[src/rtl/exc_route_pkg.sv]
package exc_route_pkg;

  localparam int LVL_W   = 2;
  localparam int NUM_LVL = 4;
  localparam int ASYNC_N = 3;

  typedef enum logic [1:0] {
    CLS_SYNC = 2'd0,
    CLS_IRQ  = 2'd1,
    CLS_FIQ  = 2'd2,
    CLS_SERR = 2'd3
  } exc_cls_e;

  typedef struct packed {
    logic [LVL_W-1:0] lvl;
    logic             wide;
    logic             secure;
  } lvl_state_t;

  // one-hot routing-bit select for an asynchronous class
  function automatic logic [ASYNC_N-1:0] cls_mask(input exc_cls_e c);
    case (c)
      CLS_IRQ:  return 3'b001;
      CLS_FIQ:  return 3'b010;
      CLS_SERR: return 3'b100;
      default:  return 3'b000;
    endcase
  endfunction

  function automatic logic [LVL_W-1:0] lvl_max(input logic [LVL_W-1:0] a,
                                               input logic [LVL_W-1:0] b);
    return (a > b) ? a : b;
  endfunction

  function automatic logic lvl_present(input logic [LVL_W-1:0] l,
                                       input logic has2, input logic has3);
    case (l)
      2'd2:    return has2;
      2'd3:    return has3;
      default: return 1'b1;
    endcase
  endfunction

  function automatic logic [LVL_W-1:0] top_lvl(input logic has2, input logic has3);
    if (has3)      return 2'd3;
    else if (has2) return 2'd2;
    else           return 2'd1;
  endfunction

endpackage

[src/rtl/exc_entry_sel.sv]
module exc_entry_sel
  import exc_route_pkg::*;
(
  input  logic               clk,
  input  logic               rst_n,
  input  logic               en,
  input  lvl_state_t         cur,
  input  logic [1:0]         cls,
  input  logic [ASYNC_N-1:0] route_l3,
  input  logic [ASYNC_N-1:0] route_l2,
  input  logic               has_l2,
  input  logic               has_l3,
  input  logic [NUM_LVL-1:0] lvl_wide,
  output logic [LVL_W-1:0]   e_lvl,
  output logic               e_wide,
  output logic               e_bad
);

  logic [ASYNC_N-1:0] sel;
  logic [LVL_W-1:0]   base_lvl;
  logic [LVL_W-1:0]   routed_lvl;
  logic               up3;
  logic               up2;

  always_comb begin
    sel        = cls_mask(exc_cls_e'(cls));
    base_lvl   = (cur.lvl == 2'd0) ? 2'd1 : cur.lvl;
    up3        = |(sel & route_l3) && has_l3;
    up2        = |(sel & route_l2) && has_l2 && !cur.secure;
    routed_lvl = up3 ? 2'd3 : (up2 ? 2'd2 : base_lvl);
    e_lvl      = lvl_max(base_lvl, routed_lvl);
    e_wide     = lvl_wide[e_lvl];
    e_bad      = cur.wide && !e_wide;
  end

  // entry goes up or stays, never to level 0
  a_r2_never_down: assert property (@(posedge clk) disable iff (!rst_n)
    en |-> (e_lvl != 2'd0) && (e_lvl >= cur.lvl));

  // absent levels never chosen
  a_r4_present_only: assert property (@(posedge clk) disable iff (!rst_n)
    en |-> ((e_lvl != 2'd3) || has_l3) && ((e_lvl != 2'd2) || has_l2));

  // no level 2 target while secure
  a_r5_secure_no_l2: assert property (@(posedge clk) disable iff (!rst_n)
    (en && cur.secure && cur.lvl != 2'd2) |-> (e_lvl != 2'd2));

  // legal entry never narrows a wide state
  a_r6_no_narrow: assert property (@(posedge clk) disable iff (!rst_n)
    (en && !e_bad && cur.wide) |-> e_wide);

endmodule

[src/rtl/exc_return_chk.sv]
module exc_return_chk
  import exc_route_pkg::*;
(
  input  logic             clk,
  input  logic             rst_n,
  input  logic             en,
  input  lvl_state_t       cur,
  input  logic [LVL_W-1:0] ret_lvl,
  input  logic             ret_wide,
  input  logic             ret_secure,
  input  logic             has_l2,
  input  logic             has_l3,
  output lvl_state_t       r_nxt,
  output logic             r_bad
);

  logic new_sec;
  logic go_above;
  logic go_absent;
  logic sec_l2;
  logic widen;

  always_comb begin
    new_sec   = (cur.lvl == 2'd3) ? ret_secure : cur.secure;
    go_above  = ret_lvl > cur.lvl;
    go_absent = !lvl_present(ret_lvl, has_l2, has_l3);
    sec_l2    = new_sec && (ret_lvl == 2'd2);
    widen     = ret_wide && !cur.wide;
    r_bad     = go_above || go_absent || sec_l2 || widen;
    if (r_bad) begin
      r_nxt = cur;
    end else begin
      r_nxt.lvl    = ret_lvl;
      r_nxt.wide   = ret_wide;
      r_nxt.secure = new_sec;
    end
  end

  // accepted return never widens a narrow state
  a_r8_no_widen: assert property (@(posedge clk) disable iff (!rst_n)
    (en && !r_bad && !cur.wide) |-> !r_nxt.wide);

  // accepted return never goes up
  a_r7_not_above: assert property (@(posedge clk) disable iff (!rst_n)
    (en && !r_bad) |-> (r_nxt.lvl <= cur.lvl));

endmodule

[src/rtl/exc_state_reg.sv]
module exc_state_reg
  import exc_route_pkg::*;
(
  input  logic               clk,
  input  logic               rst_n,
  input  logic               has_l2,
  input  logic               has_l3,
  input  logic [NUM_LVL-1:0] lvl_wide,
  input  logic               load,
  input  lvl_state_t         nxt,
  output lvl_state_t         cur
);

  logic [LVL_W-1:0] rst_lvl;
  assign rst_lvl = top_lvl(has_l2, has_l3);

  always_ff @(posedge clk) begin
    if (!rst_n) begin
      cur.lvl    <= rst_lvl;
      cur.wide   <= lvl_wide[rst_lvl];
      cur.secure <= has_l3;
    end else if (load) begin
      cur <= nxt;
    end
  end

  // state holds without a load
  a_r10_hold: assert property (@(posedge clk) disable iff (!rst_n)
    !load |=> $stable(cur));

endmodule

[src/rtl/exc_level_router.sv]
module exc_level_router
  import exc_route_pkg::*;
(
  input  logic       clk,
  input  logic       rst_n,
  input  logic       has_l2,
  input  logic       has_l3,
  input  logic [3:0] lvl_wide,
  input  logic       entry_req,
  input  logic [1:0] exc_cls,
  input  logic [2:0] route_l3,
  input  logic [2:0] route_l2,
  input  logic       ret_req,
  input  logic [1:0] ret_lvl,
  input  logic       ret_wide,
  input  logic       ret_secure,
  output logic [1:0] tgt_lvl,
  output logic       tgt_wide,
  output logic       illegal,
  output logic [1:0] cur_lvl,
  output logic       cur_wide,
  output logic       cur_secure
);

  lvl_state_t       cur;
  lvl_state_t       r_nxt;
  lvl_state_t       nxt;
  logic [LVL_W-1:0] e_lvl;
  logic             e_wide;
  logic             e_bad;
  logic             r_bad;
  logic             ret_only;
  logic             load;

  exc_entry_sel u_entry (
    .clk      (clk),
    .rst_n    (rst_n),
    .en       (entry_req),
    .cur      (cur),
    .cls      (exc_cls),
    .route_l3 (route_l3),
    .route_l2 (route_l2),
    .has_l2   (has_l2),
    .has_l3   (has_l3),
    .lvl_wide (lvl_wide),
    .e_lvl    (e_lvl),
    .e_wide   (e_wide),
    .e_bad    (e_bad)
  );

  exc_return_chk u_ret (
    .clk        (clk),
    .rst_n      (rst_n),
    .en         (ret_only),
    .cur        (cur),
    .ret_lvl    (ret_lvl),
    .ret_wide   (ret_wide),
    .ret_secure (ret_secure),
    .has_l2     (has_l2),
    .has_l3     (has_l3),
    .r_nxt      (r_nxt),
    .r_bad      (r_bad)
  );

  assign ret_only = ret_req && !entry_req;

  always_comb begin
    nxt      = cur;
    tgt_lvl  = cur.lvl;
    tgt_wide = cur.wide;
    illegal  = 1'b0;
    load     = 1'b0;
    if (entry_req) begin
      nxt.lvl  = e_lvl;
      nxt.wide = e_wide;
      tgt_lvl  = e_lvl;
      tgt_wide = e_wide;
      illegal  = e_bad;
      load     = !e_bad;
    end else if (ret_req) begin
      nxt      = r_nxt;
      tgt_lvl  = r_nxt.lvl;
      tgt_wide = r_nxt.wide;
      illegal  = r_bad;
      load     = !r_bad;
    end
  end

  exc_state_reg u_state (
    .clk      (clk),
    .rst_n    (rst_n),
    .has_l2   (has_l2),
    .has_l3   (has_l3),
    .lvl_wide (lvl_wide),
    .load     (load),
    .nxt      (nxt),
    .cur      (cur)
  );

  assign cur_lvl    = cur.lvl;
  assign cur_wide   = cur.wide;
  assign cur_secure = cur.secure;

  // world changes only after a return from level 3
  a_r9_world_change: assert property (@(posedge clk) disable iff (!rst_n)
    (cur_secure != $past(cur_secure)) |-> ($past(ret_only) && $past(cur_lvl) == 2'd3));

  // illegal return leaves the level as it was
  a_r7_bad_ret_hold: assert property (@(posedge clk) disable iff (!rst_n)
    (ret_only && r_bad) |=> $stable(cur_lvl));

  // idle output mirrors state
  a_r11_idle: assert property (@(posedge clk) disable iff (!rst_n)
    (!entry_req && !ret_req) |-> (!illegal && tgt_lvl == cur_lvl && tgt_wide == cur_wide));

endmodule

[config.mk]
export PLATFORM = sky130hd
export DESIGN_NAME = exc_level_router
export DESIGN_NICKNAME = d
export VERILOG_FILES = /design/src/rtl/exc_route_pkg.sv /design/src/rtl/exc_entry_sel.sv /design/src/rtl/exc_return_chk.sv /design/src/rtl/exc_state_reg.sv /design/src/rtl/exc_level_router.sv
export SDC_FILE = /design/constraint.sdc
export NUM_CORES = 1
export LEC_CHECK = 0
export ABC_AREA = 1
export BUFFER_PORTS_ARGS = -buffer_cell sky130_fd_sc_hd__buf_2
export CAP_MARGIN = 20
export CELL_PAD_IN_SITES_DETAIL_PLACEMENT = 1
export CELL_PAD_IN_SITES_GLOBAL_PLACEMENT = 1
export CORE_ASPECT_RATIO = 1.2
export CORE_UTILIZATION = 27
export CTS_CLUSTER_SIZE = 24
export DETAILED_ROUTE_END_ITERATION = 16
export PLACE_DENSITY = 0.86
export SKIP_CTS_REPAIR_TIMING = 1
export SYNTH_ARGS = -nofsm -noshare
export SYNTH_HDL_FRONTEND = slang
export SYNTH_SLANG_ARGS = --single-unit
[constraint.sdc]
create_clock -name clk -period 1.9 [get_ports clk]
set_input_delay 0 -clock clk [delete_from_list [all_inputs] [get_ports clk]]
set_output_delay 0 -clock clk [all_outputs]
set_load 0.02 [all_outputs]
-- Yosys cells after proc, flatten, opt, wreduce, memory -nomap -nowiden
Cells that the tools add are included.
- bitwise operators: 2
- mux-type cells: 27
- reduce and logical (&&, ||, !) cells: 20
- equality and inequality tests: 11
- $lt $le $gt $ge: 4
- operator list (operator ; count):
    2-to-1 mux 2 bit ; 8
    2-to-1 mux 4 bit ; 4
    equality test 2 bit (second input constant) ; 5
    2-to-1 mux 1 bit ; 10
    one-hot mux 3 bit (3 select lines) ; 1
    AND 3 bit ; 2
    logical AND 1 bit ; 6
    logical NOT 1 bit ; 6
    < comparator 2 x 3 -> 1 bit (second input constant) ; 2
    OR reduction 3 bit ; 2
    binary-select mux 1 bit (select 2 bit) ; 2
    greater-than comparator 2 bit ; 2
    != test 2 x 1 -> 1 bit (second input constant) ; 2
    != test 2 bit (second input constant) ; 2
    AND reduction 4 bit ; 1
    logical OR 1 bit ; 3
    2-to-1 mux 3 bit ; 1
    != test 3 x 1 -> 1 bit (second input constant) ; 1
    equality test 2 x 1 -> 1 bit (second input constant) ; 1
    logical NOT 2 bit ; 1
    one-hot mux 1 bit (2 select lines) ; 1
    AND reduction 2 bit ; 1
- logic and storage cells: 67
- flip-flop bits (word level): 4
- output and inout bits: 8

-- Depth between registers and ports, before layout
Gate-level depths: netlist of the first run.
- depth after elaboration: 18
- mapped depth: 16
- mapped depth without buffers: 16

-- Modules after synthesis
Synthesis of the first run repeated with hierarchy kept, for this count alone.
- cells, all modules: 133
- area total of the unflattened synthesis: 804.5 µm²
- by module, submodules not included (module ; times used ; cells each ; area an instance (µm²)):
    exc_entry_sel ; 1 ; 38 ; 252.7
    exc_return_chk ; 1 ; 39 ; 207.7
    exc_state_reg ; 1 ; 21 ; 197.7
    exc_level_router ; 1 ; 35 ; 146.4

-- Worst setup path after synthesis of the first run
Ideal clock, no wire load.
- path kind: reg2reg
- start point: register u_state.cur[0] (netlist name)
- end point: register u_state.cur[1] (netlist name)
- data required time: 1.598 ns
- clock period less this slack: 2.147 ns
- buffers on the path: 0
- setup slack: -0.247 ns
- stages on the path, launching flop included: 15
- arrival: 1.845 ns
- cell sequence: edfxtp_1 nor2_1 a221oi_1 ha_1 inv_1 nor2_1 nand3_1 nand2_1 nand2_1 nand2_1 nand3_1 nand2_1 nand2_1 nand2_1 nand2_1
- cells in the longest elaborated chain, start to end: 14
- elaborated cells between the ends (all ways): 20
- classes of those cells: 1 x order compare; 1 x eq/ne; 8 x mux; 10 x reduce/logical
- RTL lines (element ; line ; source):
    logical NOT 1 bit ; exc_entry_sel.sv:29 ; up2 = |(sel & route_l2) && has_l2 && !cur.secure;
    logical AND 1 bit ; exc_entry_sel.sv:29 ;
    2-to-1 mux 2 bit (2 in a row) ; exc_entry_sel.sv:30 ; routed_lvl = up3 ? 2'd3 : (up2 ? 2'd2 : base_lvl);
    greater-than comparator 2 bit ; exc_route_pkg.sv:32 ; return (a > b) ? a : b;
    2-to-1 mux 2 bit ; exc_route_pkg.sv:32 ;
    binary-select mux 1 bit (select 2 bit) ; exc_entry_sel.sv:32 ; e_wide = lvl_wide[e_lvl];
    2-to-1 mux 1 bit (implied by the code) ; exc_entry_sel.sv:32 ;
    logical NOT 1 bit ; exc_entry_sel.sv:33 ; e_bad = cur.wide && !e_wide;
    logical AND 1 bit ; exc_entry_sel.sv:33 ;
    logical NOT 1 bit ; exc_level_router.sv:79 ; load = !e_bad;
    2-to-1 mux 1 bit * ; exc_level_router.sv:73 ; if (entry_req) begin
    != test 2 x 1 -> 1 bit (no source line) * ; n/a ;
    AND reduction 2 bit (no source line) * ; n/a ;
Mark *: on every way between the ends. The rest lies on a longest branch, timed or not. The select of a mux whose other input is x is not followed.
A chain may end at the register's enable or synchronous reset.

-- Worst setup path in the final report of the first run
- start point: register u_state.cur[0] (netlist name)
- end point: register u_state.cur[3] (netlist name)
- cells in the longest elaborated chain, start to end: 14
- elaborated cells between the ends (all ways): 20
- classes of those cells: 1 x order compare; 1 x eq/ne; 8 x mux; 10 x reduce/logical
- RTL lines (element ; line):
    logical NOT 1 bit ; exc_entry_sel.sv:29
    logical AND 1 bit ; exc_entry_sel.sv:29
    2-to-1 mux 2 bit (2 in a row) ; exc_entry_sel.sv:30
    greater-than comparator 2 bit ; exc_route_pkg.sv:32
    2-to-1 mux 2 bit ; exc_route_pkg.sv:32
    binary-select mux 1 bit (select 2 bit) ; exc_entry_sel.sv:32
    2-to-1 mux 1 bit (implied by the code) ; exc_entry_sel.sv:32
    logical NOT 1 bit ; exc_entry_sel.sv:33
    logical AND 1 bit ; exc_entry_sel.sv:33
    logical NOT 1 bit ; exc_level_router.sv:79
    2-to-1 mux 1 bit * ; exc_level_router.sv:73
    != test 2 x 1 -> 1 bit (no source line) * ; n/a
    AND reduction 2 bit (no source line) * ; n/a
Marks and branches as above.

==> results of run 1 <==
==> metrics by stage <==
step / TNS, ps / setup WS [ps] / instance area [sq um]
2_1_floorplan: -392 / -107 / 668
3_3_place_gp: -108 / -36.0 / 922
3_5_place_dp: -1170 / -243 / 922
4_1_cts: -1740 / -335 / 945
5_1_grt: -3310 / -417 / 1100
6_report: -2140 / -307 / 1100
==> cell usage in the layout, fill, tap and decap left out, drive strengths merged, types with 3 or more instances in the layout <==
cell,instances
a21oi,7
buf,45
clkbuf,3
edfxtp,4
ha,4
inv,20
nand2,25
nand3,21
nor2,8
o21ai,6
==> worst register-to-register path: cells and delay by family (launching register included) <==
family | cells | cell delay, ps
compound gates | 1 | 90
fa+ha+maj | 1 | 280
buf+inv | 1 | 50
flops | 1 | 390
simple gates | 10 | 1110
==> worst paths after layout <==
path / start / endpoint / slack (ps) / cells past startpoint
worst max-delay path: u_state.cur[0] / u_state.cur[3] / -310 / 13
worst min-delay path: rst_n / u_state.cur[0] / 80 / 2
worst max register to register: u_state.cur[0] / u_state.cur[3] / -310 / 13
worst min register to register: u_state.cur[2] / u_state.cur[0] / 900 / 3
==> synth_stat cells (all sizes together) <==
cell type,instances
a21oi,7
or2,1
inv,20
o211ai,1
nor2,8
o21bai,1
nand3,21
nand3b,1
a22oi,1
dlygate4sd1,1
o31ai,1
edfxtp,4
a221oi,2
clkbuf,1
ha,4
nand2,25
nor3,1
o21ai,6
==> report_power, final <==
part | internal, mW | switching [mW] | leakage, nW
clock | 0.0711 | 0.0410 | 0.0138
sequential | 0.113 | 0.0132 | 0.0391
combinational | 0.180 | 0.242 | 0.517
total | 0.364 | 0.296 | 0.570
==> logic make-up after synthesis <==
| logic type | after synthesis |
|---|---|
| simple gates | 57 |
| fa+ha+maj | 4 |
| compound gates | 19 |
| buf+inv | 22 |
| flops | 4 |
==> routing by layer <==
metal / track usage / vias to the layer above
met5: 0 / -
met4: 0.135 / 0
met3: 0.0325 / 11
met2: 0.385 / 30
met1: 0.221 / 442
li1: - / 451
==> final cells by class <==
class / instances / area [sq um] / area share
inverter: 20 / 77.6 / 0.0707
multi-input combinational: 80 / 548 / 0.499
timing repair buffer: 45 / 290 / 0.265
tap: 31 / 38.8 / 0.0353
sequential: 4 / 120 / 0.109
clock buffer: 3 / 22.5 / 0.0205
==> metrics.yaml, run 1 <==
route:
  viasPerCell: 5.10
  via_count: 934
  dr.pass1.iters: 4
  wl_met3_um: 100
  highest_layer: "met4"
  ant_nets: 0
  wl_met2_um: 1670
  drc_errors: 0
  m1WireLength_um: 1090
  drt_wl_total_um: 3000
  avgRoutedWirePerCell_um: 16.4
  drt_first_iter_violations: 13
finish:
  fin_util: 0.481
  drive_above_1_share: 0.533
  largest_reg_flops: 4
  antenna_cells: 0
  nNetsFinal: 180
  fillers: 318
  fin_cells: 183
  reg_top3: "u_state.cur x4"
  top_register: "u_state.cur"
  area_delta_synth_final_pct: 67.7
global_routing:
  grt_max_degree: 8
  antenna_found_initial: 0
  grt_pass1_vias: 929
  grt_pass1_wl_um: 3970
  grt_overflow: 0
  grt_usage: 0.218
critical_path:
  end_kind: "register"
  cp_top_family: "simple AND/OR/NAND/NOR gates"
  arrival_ps: 2160
  crit_path_frequent_cell: "nand2_2"
  critPathLaunchType: "register"
  path_max_fanout: 4
  cp_slowest_stage_delay_ps: 390
  crit_buf_inv: 1
  slowest_stage: "edfxtp_1"
  required_ps: 1850
  crit_chain: "nor2_2, a221oi_2, ha_1, inv_1, nor2_2, nand3_2, nand2_4, nand3_1, nand3_2, nand2_2, nand2_2, nand2_1, nand2_2"
  critPathKind: "register to register"
synthesis:
  synth_top_family_by_area: "simple AND/OR/NAND/NOR gates"
  synth_simple_gate_area_frac: 0.405
  synth_top_area_share: 0.184
  synth-compound-area-share: 0.201
  syn-mean-instance-area_sq_um: 6.17
  synth_fp_nets: 132
  yosysTopAreaCell: "edfxtp_1"
  synth_fa_ha_area_frac: 0.0765
  netlist_instances: 106
  ys.warnings.count: 0
  synth_xor_area_frac: 0
  ys_ff_latch: 4
  netlist_area_sq_um: 654
  synth_area_leaders: "edfxtp_1, nand3_1, nand2_1"
  ys_types: 24
  muxShareOfSynthArea: 0
  synth-seq-area-share: 0.184
timing:
  setup_ws_ps: -307
  finalMaxSlewViolations: 0
  rsz0062_at_grt: "true"
  tightestPinTransition_ps: 292
  max_freq_ghz: 0.453
  relSlewSlack: 0.805
  timing.hold.ws_ps: 82.4
  finClkSkew_ps: 5.49
  setup_viol: 10
  hold_viol_final: 0
  min_period_ps: 2210
  min_period_over_period: 1.16
floorplanning:
  rows: 19
  die_w_um: 46.9
  fp.dieArea_sq_mm: 0.00263
  ios: 30
  start_util: 0.287
  die_height_um: 55.9
  core_area_sq_mm: 0.00228
pwr:
  total_power_mw: 0.660
  powerDensity_mw_per_mm2: 602
  power.leakage_nw: 0.570
  peakVddDrop_mv: 0.320
outcome:
  outcome: "complete, but fails checks"
  violations: "setup timing"
min_path:
  hold_class: "input port to register"
clock_network:
  clkLatencyLatePin_ps: 250
  cts_inserted_buffers: 3
  clk_pin_slew_ps: 40
  cts_buffer_depth: 2
  tritoncts: "built"
  htreeDepth: 1
  clk_root_buffer_cell: "clkbuf_4"
  cts.sinks: 4
place:
  dp_hpwl_um: 2230
  place.gp.congestion: 0.870
  port-buffer-count: 29
  dp.cells: 175
job:
  max_cap_violations: 0
Note: power is estimated with default switching activity, not from simulation.
==> run 2: changes to the inputs <==
==> constraint.sdc (replaced) <==
create_clock -name clk -period 1.85 [get_ports clk]
set_input_delay 0 -clock clk [delete_from_list [all_inputs] [get_ports clk]]
set_output_delay 0 -clock clk [all_outputs]
set_load 0.02 [all_outputs]
==> run 2 against run 1 <==
The flow still finishes with violations (setup timing). Worst setup slack got worse by 56 ps. Flip-flop and latch count did not move. Cell area up 8.7%. Non-clock buffer count increased by 8. First-iteration DRC count increased by 150%. Die area did not move. Cell count up 4.4%. Maximum frequency is 0.25% lower. Combinational power grew 15%. Sequential power increased by 5%. Core utilization grew 4.2 points. Register-to-register slack worse by 60 ps. Largest power group unchanged. Highest routed layer unchanged.
==> metrics.yaml, run 2 (same netlist as run 1, synthesis figures left out) <==
finish:
  fin_area_sq_mm: 0.00119
  fin_cells: 191
  final_cell_mix: "buf_2, buf_4, inv_1"
  reg_top3: "u_state.cur x4"
  fillers: 313
  nNetsFinal: 188
  antenna_cells: 0
  multi_input_area_sq_um: 572
  register_area_sq_um: 120
  top_register: "u_state.cur"
  area_delta_synth_final_pct: 82.2
  drive_above_1_share: 0.581
  final_common_cell: "buf_2"
  largest_reg_flops: 4
clock_network:
  htreeDepth: 1
  cts_inserted_buffers: 3
  clkLatencyLatePin_ps: 240
  clk_pin_slew_ps: 40
  tritoncts: "built"
  clk_root_buffer_cell: "clkbuf_4"
  cts.sinks: 4
  cts_buffer_depth: 2
global_routing:
  busiest_layer: "met2"
  grt_pass1_wl_um: 4020
  grt_use_met1: 0.209
  grt_overflow: 0
  grt_usage: 0.221
  grt_use_met3: 0.0227
  use_met2: 0.423
  grt_pass1_vias: 939
  antenna_found_initial: 0
  grt_max_degree: 8
min_path:
  min_path_cells: 2
  holdPathEnd: "u_state.cur[0]"
  hold_class: "input port to register"
  hold_path.startpoint: "rst_n"
route:
  viasPerCell: 5.07
  avgRoutedWirePerCell_um: 16.6
  drc_errors: 0
  via_count: 969
  drt_wl_total_um: 3170
  dr.pass1.iters: 4
  ant_nets: 0
  drt_first_iter_violations: 32
place:
  dp.cells: 177
  place.gp.congestion: 0.900
  port-buffer-count: 29
  dp_hpwl_um: 2240
  post_dp_cell_area_sq_um: 937
  dp_slack_ps: -217
timing:
  max_freq_ghz: 0.452
  min_period_ps: 2210
  finalMaxSlewViolations: 0
  finClkSkew_ps: 3.06
  finalSetupTns_ps: -3190
  tightestPinTransition_ps: 332
  relSlewSlack: 0.779
  timing.hold.ws_ps: 94.0
  setup_viol: 12
  rsz0062_at_grt: "true"
  hold_viol_final: 0
  min_period_over_period: 1.20
  setup_ws_ps: -363
floorplanning:
  core_area_sq_mm: 0.00228
  die_height_um: 55.9
  rows: 19
  die_w_um: 46.9
  fp.dieArea_sq_mm: 0.00263
  ios: 30
  start_util: 0.287
critical_path:
  r2r-end: "u_state.cur[2]"
  end_kind: "register"
  required_ps: 1800
  r2r_cells: 14
  slowest_stage: "edfxtp_1"
  critPathKind: "register to register"
  rr_startpoint: "u_state.cur[0]"
  crit_chain: "nor2_2, a221oi_2, ha_1, inv_1, nor2_1, nand3_1, nand2_2, buf_4, nand3_2, nand3_2, nand2_2, nand2_2, nand2_2, nand2_2"
  crit_path_frequent_cell: "nand2_2"
  cp_slowest_stage_delay_ps: 400
  r2r_setup_slack_ps: -360
  critPathLaunchType: "register"
  arrival_ps: 2160
  path_max_fanout: 4
pwr:
  peakVddDrop_mv: 0.331
  power.leakage_nw: 0.622
  powerDensity_mw_per_mm2: 609
outcome:
  outcome: "complete, but fails checks"
  violations: "setup timing"
job:
  max_cap_violations: 0
==> run 2: changes by cell type in the layout (fill, tap and decap cells not counted), moves of 3 or more <==
cell	delta
buf_4	+5
buf_6	+3
nand2_1	-3
nand2_2	+3
==> run 2: worst max-delay path: cells and delay by family, from the launching register on <==
family,cells,cell delay (ps)
compound gates,1,100
buf+inv,2,150
simple gates,10,980
flops,1,400
fa+ha+maj,1,290
==> run 2: how the worst max path moves through the flow <==
stage | from | to | cells after the start
global route | u_state.cur[0] | u_state.cur[2] | 14
finish | u_state.cur[0] | u_state.cur[2] | 14
detailed placement | exc_cls[0] | u_state.cur[1] | 17
global placement | exc_cls[0] | u_state.cur[2] | 17
floorplan | u_state.cur[0] | u_state.cur[1] | 14
CTS | u_state.cur[3] | tgt_lvl[1] | 13
==> run 2: per-stage QoR <==
| step | utilization | power, mW |
|---|---|---|
| 6_report | 0.522 | 0.726 |
| 5_1_grt | 0.522 | 0.764 |
| 4_1_cts | 0.421 | 0.584 |
| 3_5_place_dp | 0.411 | 0.470 |
| 3_3_place_gp | 0.411 | 0.449 |
| 2_1_floorplan | - | 0.326 |
==> run 2: final cells by class <==
cell class | instances | area share
Clock buffer | 3 | 0.0189
Inverter | 20 | 0.0651
Multi-Input combinational cell | 80 | 0.480
Sequential cell | 4 | 0.101
Tap cell | 31 | 0.0325
Timing Repair Buffer | 53 | 0.303
==> run 2: where the power goes <==
part / internal (mW) / switching [mW] / leakage (nW)
combinational: 0.221 / 0.263 / 0.569
clock: 0.0727 / 0.0375 / 0.0138
sequential: 0.116 / 0.0156 / 0.0391
total: 0.410 / 0.316 / 0.622
==> run 2: metal layers <==
| metal | share of wire | wire [um] |
|---|---|---|
| met5 | 0 | 0 |
| met2 | 0.57 | 1820 |
| met4 | 0.040 | 127 |
| met1 | 0.35 | 1120 |
| met3 | 0.034 | 107 |
==> run 3: changes to the inputs <==
--- a/config.mk
+++ b/config.mk
@@ -10,10 +10,11 @@
 export CAP_MARGIN = 20
 export CELL_PAD_IN_SITES_DETAIL_PLACEMENT = 1
 export CELL_PAD_IN_SITES_GLOBAL_PLACEMENT = 1
-export CORE_ASPECT_RATIO = 1.2
+export CORE_ASPECT_RATIO = 1.5
 export CORE_UTILIZATION = 27
 export CTS_CLUSTER_SIZE = 24
 export DETAILED_ROUTE_END_ITERATION = 16
+export GPL_TIMING_DRIVEN = 0
 export PLACE_DENSITY = 0.86
 export SKIP_CTS_REPAIR_TIMING = 1
 export SYNTH_ARGS = -nofsm -noshare
==> run 3 against run 2 <==
The flow still finishes with violations (setup timing). Clock skew is 2.6 ps lower. Sequential share of layout area is 1.3 points higher. Maximum frequency is 0.46% lower. Critical path depth is 2 lower. Worst setup slack worse by 10 ps. Global-route usage is 3.5 points lower. Critical endpoint is now tgt_lvl[0].
==> metrics.yaml, run 3 (same netlist as run 1, synthesis figures left out) <==
route:
  drt_wl_total_um: 2680
  ant_nets: 0
  dr.pass1.iters: 4
  drt_first_iter_violations: 15
  avgRoutedWirePerCell_um: 16.0
  via_count: 912
  drc_errors: 0
  viasPerCell: 5.43
global_routing:
  grt_max_degree: 9
  grt_usage: 0.186
  grt_pass1_wl_um: 3700
  grt_pass1_vias: 876
  grt_overflow: 0
  antenna_found_initial: 0
finish:
  fin_cells: 168
  final_cell_mix: "buf_2, inv_1, nand3_1"
  nNetsFinal: 173
  antenna_cells: 0
  final_common_cell: "buf_2"
  area_delta_synth_final_pct: 62.0
  top_register: "u_state.cur"
  fin_util: 0.469
  reg_top3: "u_state.cur x4"
  largest_reg_flops: 4
  drive_above_1_share: 0.510
critical_path:
  r2r_cells: 13
  r2r-end: "u_state.cur[1]"
  r2r_setup_slack_ps: -270
  arrival_ps: 2220
  path_max_fanout: 4
  end_kind: "primary output"
  critPathKind: "register to primary output"
  critPathLaunchType: "register"
  rr_startpoint: "u_state.cur[0]"
  required_ps: 1850
outcome:
  outcome: "complete, but fails checks"
  violations: "setup timing"
timing:
  finalMaxSlewViolations: 0
  setup_ws_ps: -373
  tightestPinTransition_ps: 427
  min_period_ps: 2220
  max_freq_ghz: 0.450
  setup_viol: 12
  timing.hold.ws_ps: 87.3
  relSlewSlack: 0.715
  hold_viol_final: 0
  rsz0062_at_grt: "true"
  min_period_over_period: 1.20
  finClkSkew_ps: 0.418
place:
  dp_hpwl_um: 1860
  dp_slack_ps: -329
  dp.cells: 157
  place.gp.congestion: 0.843
  port-buffer-count: 28
floorplanning:
  rows: 21
  fp.dieArea_sq_mm: 0.00263
  ios: 30
  die_w_um: 42.2
  start_util: 0.290
  core_area_sq_mm: 0.00226
  die_height_um: 62.3
clock_network:
  cts.sinks: 4
  cts_inserted_buffers: 3
  htreeDepth: 1
  clk_pin_slew_ps: 40
  clk_root_buffer_cell: "clkbuf_4"
  clkLatencyLatePin_ps: 250
  cts_buffer_depth: 2
  tritoncts: "built"
pwr:
  powerDensity_mw_per_mm2: 621
  peakVddDrop_mv: 0.319
  power.leakage_nw: 0.545
  total_power_mw: 0.658
min_path:
  min_path_cells: 2
  hold_path.startpoint: "rst_n"
  hold_class: "input port to register"
  holdPathEnd: "u_state.cur[0]"
job:
  max_cap_violations: 0
## run 3: worst max-delay path by stage
stage                   start             end  cells past startpoint  slack (ps)
6_report       u_state.cur[0]      tgt_lvl[0]                     12        -370
5_1_grt        u_state.cur[0]      tgt_lvl[0]                     12        -530
4_1_cts        u_state.cur[3]         illegal                     12        -420
3_5_place_dp   u_state.cur[3]  u_state.cur[2]                     13        -330
3_3_place_gp   u_state.cur[3]  u_state.cur[2]                     13        -230
2_1_floorplan  u_state.cur[0]  u_state.cur[1]                     14        -160
## run 3: area by class of cell
class                   count  area, sq um
plain buffers               2         13.8
clock buffers               3         22.5
fillers                   305         1200
inverters                  20         80.1
multi-input cells          80          572
flip-flops and latches      4          120
well taps                  23         28.8
repair buffers             36          223
## run 3: metal layers
layer  part of all wire  vias up  GRT usage
li1                   -      433          -
met1               0.35      438      0.176
met2               0.57       33      0.352
met3              0.035        8     0.0262
met4              0.042        0      0.117
met5                  0        -          0
## run 3: critical path, cell delays in order, from the launching register on
cell and delay (ps):
edfxtp_1 350, nor2_2 70, a221oi_2 300, ha_1 280, inv_1 60, nor2_1 40
nand3_1 90, nand2_2 100, a21oi_1 210, inv_1 110, nand2_1 90, o21bai_1 110
buf_2 180
## run 3: metrics by stage
step | setup TNS, ps | cell area, sq um
floorplan | -655 | 668
global placement | -1140 | 837
detailed placement | -1910 | 837
CTS | -2990 | 860
global route | -4170 | 1060
finish | -2490 | 1060
## run 3: power breakdown
part           switching, mW  internal [mW]  total [mW]
Clock                 0.0424         0.0730       0.115
Sequential            0.0136          0.116       0.130
Combinational          0.243          0.170       0.413
